**config.mk**
```make
export PLATFORM = sky130hd
export DESIGN_NAME = remap_xlate
export DESIGN_NICKNAME = d
export VERILOG_FILES = /design/src/rtl/remap_pkg.sv /design/src/rtl/remap_cfg_regs.sv /design/src/rtl/remap_window_decode.sv /design/src/rtl/remap_out_stage.sv /design/src/rtl/remap_xlate.sv
export SDC_FILE = /design/constraint.sdc
export NUM_CORES = 1
export LEC_CHECK = 0
export BUFFER_PORTS_ARGS = -buffer_cell sky130_fd_sc_hd__buf_2
export CORE_ASPECT_RATIO = 1.4
export CORE_MARGIN = 2
export CORE_UTILIZATION = 40
export DETAILED_ROUTE_END_ITERATION = 10
export GPL_ROUTABILITY_DRIVEN = 0
export PLACE_DENSITY_LB_ADDON = 0.25
export SYNTH_ARGS = -nofsm -noshare
export SYNTH_HDL_FRONTEND = slang
export SYNTH_SLANG_ARGS = --single-unit
export TNS_END_PERCENT = 1
```
**constraint.sdc**
```tcl
create_clock -name clk -period 2.1 [get_ports clk]
set_input_delay 0.42 -clock clk [delete_from_list [all_inputs] [get_ports clk]]
set_output_delay 0.42 -clock clk [all_outputs]
set_load 0.02 [all_outputs]
```
**src/rtl/remap_pkg.sv**
```systemverilog
package remap_pkg;

  typedef enum logic [1:0] {
    CFG_BASE  = 2'd0,
    CFG_CTRL  = 2'd1,
    CFG_TOP   = 2'd2,
    CFG_SPARE = 2'd3
  } cfg_target_e;

  // Position of the enable bit inside the control word.
  localparam int unsigned CTRL_EN_BIT = 0;

endpackage

```
**src/rtl/remap_cfg_regs.sv**
```systemverilog
module remap_cfg_regs
  import remap_pkg::*;
#(
  parameter int unsigned BASE_W   = 12,
  parameter int unsigned BASE_LSB = 4,
  parameter int unsigned ALIGN_W  = 6,
  parameter int unsigned CTRL_W   = 32,
  parameter int unsigned TOP_W    = 11
) (
  input  logic              clk,
  input  logic              rst_n,
  input  logic              cfg_we,
  input  logic [1:0]        cfg_sel,
  input  logic [CTRL_W-1:0] cfg_wdata,
  output logic [BASE_W-1:0] base_mib,
  output logic [CTRL_W-1:0] ctrl_word,
  output logic [TOP_W-1:0]  top_val
);

  localparam logic [BASE_W-1:0] ALIGN_MASK = ~(BASE_W'((1 << ALIGN_W) - 1));

  cfg_target_e target;
  assign target = cfg_target_e'(cfg_sel);

  always_ff @(posedge clk) begin
    if (!rst_n) begin
      base_mib  <= '0;
      ctrl_word <= '0;
      top_val   <= '0;
    end else if (cfg_we) begin
      unique case (target)
        CFG_BASE:  base_mib  <= cfg_wdata[BASE_LSB +: BASE_W] & ALIGN_MASK;
        CFG_CTRL:  ctrl_word <= cfg_wdata;
        CFG_TOP:   top_val   <= cfg_wdata[TOP_W-1:0];
        default:   ;
      endcase
    end
  end

endmodule

```
**src/rtl/remap_window_decode.sv**
```systemverilog
module remap_window_decode
  import remap_pkg::*;
#(
  parameter int unsigned ADDR_W  = 34,
  parameter int unsigned GRAN_SH = 26,
  parameter int unsigned BASE_W  = 12,
  parameter int unsigned ALIGN_W = 6,
  parameter int unsigned CTRL_W  = 32,
  parameter int unsigned FIELD_W = 10,
  parameter int unsigned TO_LSB  = 2,
  parameter int unsigned UNT_LSB = 14,
  parameter int unsigned TOP_W   = 11,
  parameter int unsigned TOP_SH  = 24,
  parameter int unsigned HOLE_SH = 32
) (
  input  logic [ADDR_W-1:0] addr,
  input  logic [BASE_W-1:0] base_mib,
  input  logic [CTRL_W-1:0] ctrl_word,
  input  logic [TOP_W-1:0]  top_val,
  output logic [ADDR_W-1:0] xaddr,
  output logic              hit
);

  localparam int unsigned UNIT_W  = ADDR_W - GRAN_SH;
  localparam int unsigned BUNIT_W = BASE_W - ALIGN_W;
  localparam int unsigned TB_W    = TOP_W + TOP_SH;
  localparam int unsigned HB_W    = ADDR_W + 1;
  localparam logic [HB_W-1:0] HOLE_END = HB_W'(1) << HOLE_SH;

  logic [FIELD_W-1:0] a_unit, to_unit, until_unit, base_unit, off_unit, dest_unit;
  logic               enable, win_nonempty, in_window;
  logic [HB_W-1:0]    addr_ext, base_byte;
  logic [TB_W-1:0]    top_byte, addr_top;
  logic               in_hole, below_top;

  assign enable     = ctrl_word[CTRL_EN_BIT];
  assign to_unit    = ctrl_word[TO_LSB  +: FIELD_W];
  assign until_unit = ctrl_word[UNT_LSB +: FIELD_W];
  assign a_unit     = FIELD_W'(addr[ADDR_W-1:GRAN_SH]);
  assign base_unit  = FIELD_W'(base_mib[BASE_W-1:ALIGN_W]);

  assign win_nonempty = until_unit > to_unit;
  assign in_window    = enable && win_nonempty &&
                        (a_unit >= to_unit) && (a_unit < until_unit);

  assign off_unit  = a_unit - to_unit;
  assign dest_unit = base_unit + off_unit;

  assign addr_ext  = HB_W'(addr);
  assign base_byte = HB_W'(base_mib[BASE_W-1:ALIGN_W]) << GRAN_SH;
  assign in_hole   = (addr_ext >= base_byte) && (addr_ext < HOLE_END);

  assign top_byte  = {top_val, {TOP_SH{1'b0}}};
  assign addr_top  = TB_W'(addr);
  assign below_top = addr_top < top_byte;

  always_comb begin
    if (in_window) begin
      xaddr = {dest_unit[UNIT_W-1:0], addr[GRAN_SH-1:0]};
      hit   = 1'b1;
    end else if (in_hole) begin
      xaddr = addr;
      hit   = 1'b0;
    end else begin
      xaddr = addr;
      hit   = below_top;
    end
  end

endmodule

```
**src/rtl/remap_out_stage.sv**
```systemverilog
module remap_out_stage #(
  parameter int unsigned DATA_W = 34
) (
  input  logic              clk,
  input  logic              rst_n,
  input  logic              s_valid,
  output logic              s_ready,
  input  logic [DATA_W-1:0] s_addr,
  input  logic              s_hit,
  output logic              m_valid,
  input  logic              m_ready,
  output logic [DATA_W-1:0] m_addr,
  output logic              m_hit
);

  logic take;

  assign s_ready = !m_valid || m_ready;
  assign take    = s_valid && s_ready;

  always_ff @(posedge clk) begin
    if (!rst_n) begin
      m_valid <= 1'b0;
    end else if (s_ready) begin
      m_valid <= s_valid;
    end
  end

  always_ff @(posedge clk) begin
    if (!rst_n) begin
      m_addr <= '0;
      m_hit  <= 1'b0;
    end else if (take) begin
      m_addr <= s_addr;
      m_hit  <= s_hit;
    end
  end

endmodule

```
**src/rtl/remap_xlate.sv**
```systemverilog
module remap_xlate
  import remap_pkg::*;
#(
  parameter int unsigned ADDR_W   = 34,
  parameter int unsigned GRAN_SH  = 26,
  parameter int unsigned CTRL_W   = 32,
  parameter int unsigned BASE_W   = 12,
  parameter int unsigned BASE_LSB = 4,
  parameter int unsigned FIELD_W  = 10,
  parameter int unsigned TO_LSB   = 2,
  parameter int unsigned UNT_LSB  = 14,
  parameter int unsigned TOP_W    = 11,
  parameter int unsigned TOP_SH   = 24,
  parameter int unsigned HOLE_SH  = 32
) (
  input  logic              clk,
  input  logic              rst_n,
  input  logic              cfg_we,
  input  logic [1:0]        cfg_sel,
  input  logic [CTRL_W-1:0] cfg_wdata,
  input  logic              in_valid,
  output logic              in_ready,
  input  logic [ADDR_W-1:0] in_addr,
  output logic              out_valid,
  input  logic              out_ready,
  output logic [ADDR_W-1:0] out_addr,
  output logic              out_hit
);

  // Base is held in 1 MiB units; alignment bits follow from the granule.
  localparam int unsigned ALIGN_W = GRAN_SH - 20;

  logic [BASE_W-1:0] base_mib;
  logic [CTRL_W-1:0] ctrl_word;
  logic [TOP_W-1:0]  top_val;
  logic [ADDR_W-1:0] xaddr;
  logic              xhit;

  remap_cfg_regs #(
    .BASE_W  (BASE_W),
    .BASE_LSB(BASE_LSB),
    .ALIGN_W (ALIGN_W),
    .CTRL_W  (CTRL_W),
    .TOP_W   (TOP_W)
  ) u_cfg (
    .clk      (clk),
    .rst_n    (rst_n),
    .cfg_we   (cfg_we),
    .cfg_sel  (cfg_sel),
    .cfg_wdata(cfg_wdata),
    .base_mib (base_mib),
    .ctrl_word(ctrl_word),
    .top_val  (top_val)
  );

  remap_window_decode #(
    .ADDR_W (ADDR_W),
    .GRAN_SH(GRAN_SH),
    .BASE_W (BASE_W),
    .ALIGN_W(ALIGN_W),
    .CTRL_W (CTRL_W),
    .FIELD_W(FIELD_W),
    .TO_LSB (TO_LSB),
    .UNT_LSB(UNT_LSB),
    .TOP_W  (TOP_W),
    .TOP_SH (TOP_SH),
    .HOLE_SH(HOLE_SH)
  ) u_dec (
    .addr     (in_addr),
    .base_mib (base_mib),
    .ctrl_word(ctrl_word),
    .top_val  (top_val),
    .xaddr    (xaddr),
    .hit      (xhit)
  );

  remap_out_stage #(
    .DATA_W(ADDR_W)
  ) u_out (
    .clk    (clk),
    .rst_n  (rst_n),
    .s_valid(in_valid),
    .s_ready(in_ready),
    .s_addr (xaddr),
    .s_hit  (xhit),
    .m_valid(out_valid),
    .m_ready(out_ready),
    .m_addr (out_addr),
    .m_hit  (out_hit)
  );

endmodule

```
# Word-level counts from Yosys, hierarchy flattened
# Cells that the tools add are included.
dict set report op_classes {
  reduce_logical 11
  n_mux 3
  n_lt_le_gt_ge 6
  n_eq_ne 2
  n_addsub 2
}
# operator count
set op_table {}
lappend op_table {{$lt 34x35->1} 1}
lappend op_table {{$ge 34x32->1} 1}
lappend op_table {{$lt 34x33->1 const B} 1}
lappend op_table {{$mux 34} 1}
lappend op_table {{$ge 8x10->1} 1}
lappend op_table {{$gt 10x10->1} 1}
lappend op_table {{$lt 8x10->1} 1}
lappend op_table {{$add 6x8->8} 1}
lappend op_table {{$sub 8x8->8} 1}
lappend op_table {{$reduce_and 2->1} 3}
lappend op_table {{$logic_and 1x1->1} 5}
lappend op_table {{$eq 2x1->1 const B} 1}
lappend op_table {{$eq 2x2->1 const B} 1}
lappend op_table {{$logic_not 2->1} 1}
lappend op_table {{$mux 1} 2}
lappend op_table {{$logic_not 1->1} 1}
lappend op_table {{$logic_or 1x1->1} 1}
dict set report totals {
  register_bits 77
}

# Longest topological paths before layout
dict set report depth {
  ltp_word 5
  depth_mapped 12
}

# Modules after synthesis
# From an unflattened synthesis, not the netlist that was laid out.
dict set report hier_totals {
  cells_unflattened 593
  hier_area_um2 5236.3
}
# mod cells_each seq_area_each_um2 n_inst area_each_um2
set modules_own_cells {}
lappend modules_own_cells {remap_cfg_regs 204 980.9 1 1949.4}
lappend modules_own_cells {remap_window_decode 232 0.0 1 1806.7}
lappend modules_own_cells {remap_out_stage 157 720.7 1 1480.2}

# Least setup slack after synthesis
# OpenSTA, ideal clock, no wires.
dict set report synth_timing {
  path_kind {input-to-reg}
  start {input in_addr[27]}
  end {register u_out.m_addr[31]}
  setup_ns 0.091
  n_path_buf 0
  slack_ns -0.169
  stages 10
  required_time_ns 2.009
  t_arrival_ns 2.178
  cell_sequence {inv_1 > fa_1 > inv_1 > ha_1 > a21oi_1 > o211ai_1 > nor2_1 > xnor2_1 > nor4_1 > a311oi_1}
}
dict set report synth_between {
  elab_chain_len 4
  elab_cells_between_ends 7
  cone_classes {add/sub (2); order compare (2); mux (1); reduce/logical (2)}
}
# element line
set synth_rtl {}
lappend synth_rtl {{from (decl)} remap_xlate.sv:23} ;# input logic [ADDR_W-1:0] in_addr,
lappend synth_rtl {{branches (longest 3 deep; another with $sub 8x8->8)} n/a}
lappend synth_rtl {{$mux 34 (*)} remap_window_decode.sv:58} ;# if (in_window) begin
lappend synth_rtl {{to (signal assigned)} remap_out_stage.sv:34} ;# m_addr <= s_addr;
lappend synth_rtl {{to (decl)} remap_out_stage.sv:12} ;# output logic [DATA_W-1:0] m_addr,
# Mark *: on every way between the ends.
# A chain may end at the register's enable or synchronous reset.

# Worst setup path after layout
dict set report layout_timing {
  start {register u_cfg.base_mib[7]}
  end {register u_out.m_addr[32]}
}
dict set report layout_between {
  elab_chain_len 2
}
# element line
set layout_rtl {}
lappend layout_rtl {{from (decl)} remap_cfg_regs.sv:15} ;# output logic [BASE_W-1:0] base_mib,
lappend layout_rtl {{from (signal assigned)} remap_cfg_regs.sv:32} ;# CFG_BASE: base_mib <= cfg_wdata[BASE_LSB +: BASE_W] & ALIGN_MASK;
lappend layout_rtl {{$add 6x8->8} remap_window_decode.sv:47} ;# assign dest_unit = base_unit + off_unit;
lappend layout_rtl {{$mux 34} remap_window_decode.sv:58}
# No other way between the ends.

==> qor.yml <==
run_status:
  status: "finished, violations left"
  violations: "negative setup slack"
yosys:
  yosysSeqAreaShare_pct: 34.1
  syn_area_um2: 4350
  syn-num-nets: 656
  synth-async-reset-ratio_pct: 0
  synth_flop_cell: "dfxtp_1"
  ys_types: 47
  ys_warn_count: 0
  avgSynthCellArea_um2: 8.23
  synth-edff-count: 0
  ys_seq_elements: 74
  syn_inst: 528
cells_and_area:
  drive_gt1_share_pct: 29.7
  n_antenna_cell: 0
  fin_util_pct: 54.1
  final_cell_mix: "nand2_1, buf_2, dfxtp_1"
  fill_cells: 1029
  fin_cells: 807
  area_growth_pct: 33.1
  nets: 789
  layout_commonest_cell: "nand2_1"
global_routing:
  antenna_found_initial: 0
  gr-total-overflow: 0
  grt_pass1_wl_mm: 18.4
  track_usage_pct: 20.0
  grt_max_degree: 27
  grt_pass1_vias: 3995
sta:
  min_period_ns: 2.19
  rsz0062_at_grt: "true"
  fin_ws_ns: -0.0856
  whs_ns: 0.332
  skew_ns: 0.00697
  drv_slew: 0
  period_share_pct: 104
  tightest_slew_ns: 0.495
  slew_headroom_pct: 66.8
  fmax_mhz: 458
  setup_viol: 5
  hold_violations: 0
  final.setup.tns_ns: -0.168
worst_setup_path:
  cp_max_fo: 2
  start_kind: "flip-flop"
  endpoint_kind: "flip-flop"
  cp.required_ns: 2.33
  crit_type: "flip-flop to flip-flop"
  arrival_ns: 2.42
power:
  power.density_nw_per_um2: 698
  leakage_uw: 0.00256
  power.share.clock_pct: 40.5
  comb_power_share_pct: 22.1
  intPower_uw: 2960
  swShare_pct: 26.8
  vdd_drop_max_mv: 0.400
  power_switching_uw: 1080
  p_seq_share_pct: 37.4
placed_design:
  dp_slack_ns: -0.304
  dpl.cell_count: 790
  hpwl_mm: 9.20
  io_buffers: 101
flow_run:
  cap_viol_max_count: 0
drt:
  viasPerCell: 4.99
  drc: 0
  first_pass_iters: 4
  ant_nets: 0
  finalWirelength_mm: 11.4
  via_count: 4023
  wire_per_inst_um: 14.1
  first_iter_violations: 66
clock_tree:
  cts.path.max_buffers: 2
  cts_inserted_buffers: 9
  root_buffer: "clkbuf_16"
  worstSkewPairLatency_ns: 0.33
  cts_hold_buf: 0
  cts.sink_count: 74
  path_clk_slew_ns: 0.06
  htree_levels: 3
  cts_tree: "done"
floorplan:
  fp.dieArea_um2: 11700
  die_width_um: 92.1
  rows: 45
  ios: 110
  die_y_um: 127
  initial_core_util_pct: 40.6
  coreArea_um2: 10700
worst_hold_path:
  worstHoldPathType: "input port to flip-flop"
metrics by stage:
stage / power [µW] / cell area, µm²
6_report: 4040 / 5790
5_1_grt: 4250 / 5790
4_1_cts: 4050 / 5690
3_5_place_dp: 2390 / 5340
3_3_place_gp: 2360 / 5340
2_1_floorplan: 2050 / 4420
sequential cells by signal (all words and copies together) (netlist names):
name	flops
u_out.m_hit	1
u_cfg.base_mib	6
u_cfg.ctrl_word	21
u_out.m_addr	34
u_cfg.top_val	11
u_out.m_valid	1
cell usage after synthesis, drive strengths merged, types with 2 or more instances:
master	count	area (µm²)
nand2	106	400
dfxtp	74	1480
inv	55	206
a21boi	48	360
ha	48	601
o21ai	22	110
a21oi	21	109
clkbuf	20	75.1
nor2b	20	125
nor2	17	63.8
mux2i	11	110
nand3	10	50.1
a31oi	7	43.8
fa	7	140
nor4	6	37.5
nand2b	5	31.3
nand4	5	31.3
a211oi	3	27.5
nor3	3	15.0
o2111ai	3	26.3
o211ai	3	22.5
o21a	3	22.5
o21bai	3	26.3
or3	3	18.8
xnor2	3	26.3
a21o	2	15.0
a311oi	2	17.5
and2	2	13.8
buf	2	12.5
nand3b	2	15.0
nor3b	2	15.0
cell families after synthesis:
kind of cell	count (synthesis)	share of synthesized area, %
compound gates	122	19.2
xor+xnor	4	0.806
fa+ha+maj	55	17.0
buf+inv	77	6.76
flops	74	34.1
mux	11	2.53
simple gates	185	19.6
metal layers:
metal	up-vias	global-route usage, %	share of wire (%)
met2	112	36.3	51
met5	-	0	0
li1	2051	-	-
met1	1837	22.0	41
met3	23	4.60	4.9
met4	0	9.04	3.6
worst paths after layout:
check,start,end,slack [ns],cells after the start
hold / removal,cfg_wdata[20],u_cfg.ctrl_word[20],0.33,3
setup / recovery,u_cfg.base_mib[7],u_out.m_addr[32],-0.09,9
hold reg to reg,u_out.m_addr[15],u_out.m_addr[15],0.46,2
setup reg to reg,u_cfg.base_mib[7],u_out.m_addr[32],-0.09,9
cell type report:
cell class | instances | area (µm²) | area share, %
sequential | 74 | 1490 | 25.7
tap | 141 | 176 | 3.05
clock buffer | 11 | 243 | 4.20
timing repair buffer | 144 | 841 | 14.5
clock inverter | 5 | 77.6 | 1.34
inverter | 55 | 206 | 3.57
multi-input combinational | 377 | 2750 | 47.6
critical path: stages (launching register included):
cell	delay [ns]
dfxtp_2	0.32
inv_2	0.04
fa_1	0.50
fa_2	0.42
nand2b_4	0.16
a21oi_4	0.16
o21ai_2	0.07
nand2b_1	0.08
xnor2_1	0.06
a311oi_1	0.28
timing repair:
action | in CTS | in global routing
buffers inserted | 0 | 1
resized for setup | 7 | 21
pin swaps | 10 | 12
setup endpoints to repair | 7 | 9
power groups by stage:
stage | clock [µW] | combinational (µW) | sequential, µW
after floorplan | 0 | 461 | 1590
after global placement | 0 | 821 | 1540
after detailed placement | 0 | 847 | 1540
after CTS | 1670 | 867 | 1510
after global routing | 1740 | 998 | 1520
final | 1630 | 893 | 1510
Note: power is estimated with default switching activity, not from simulation.
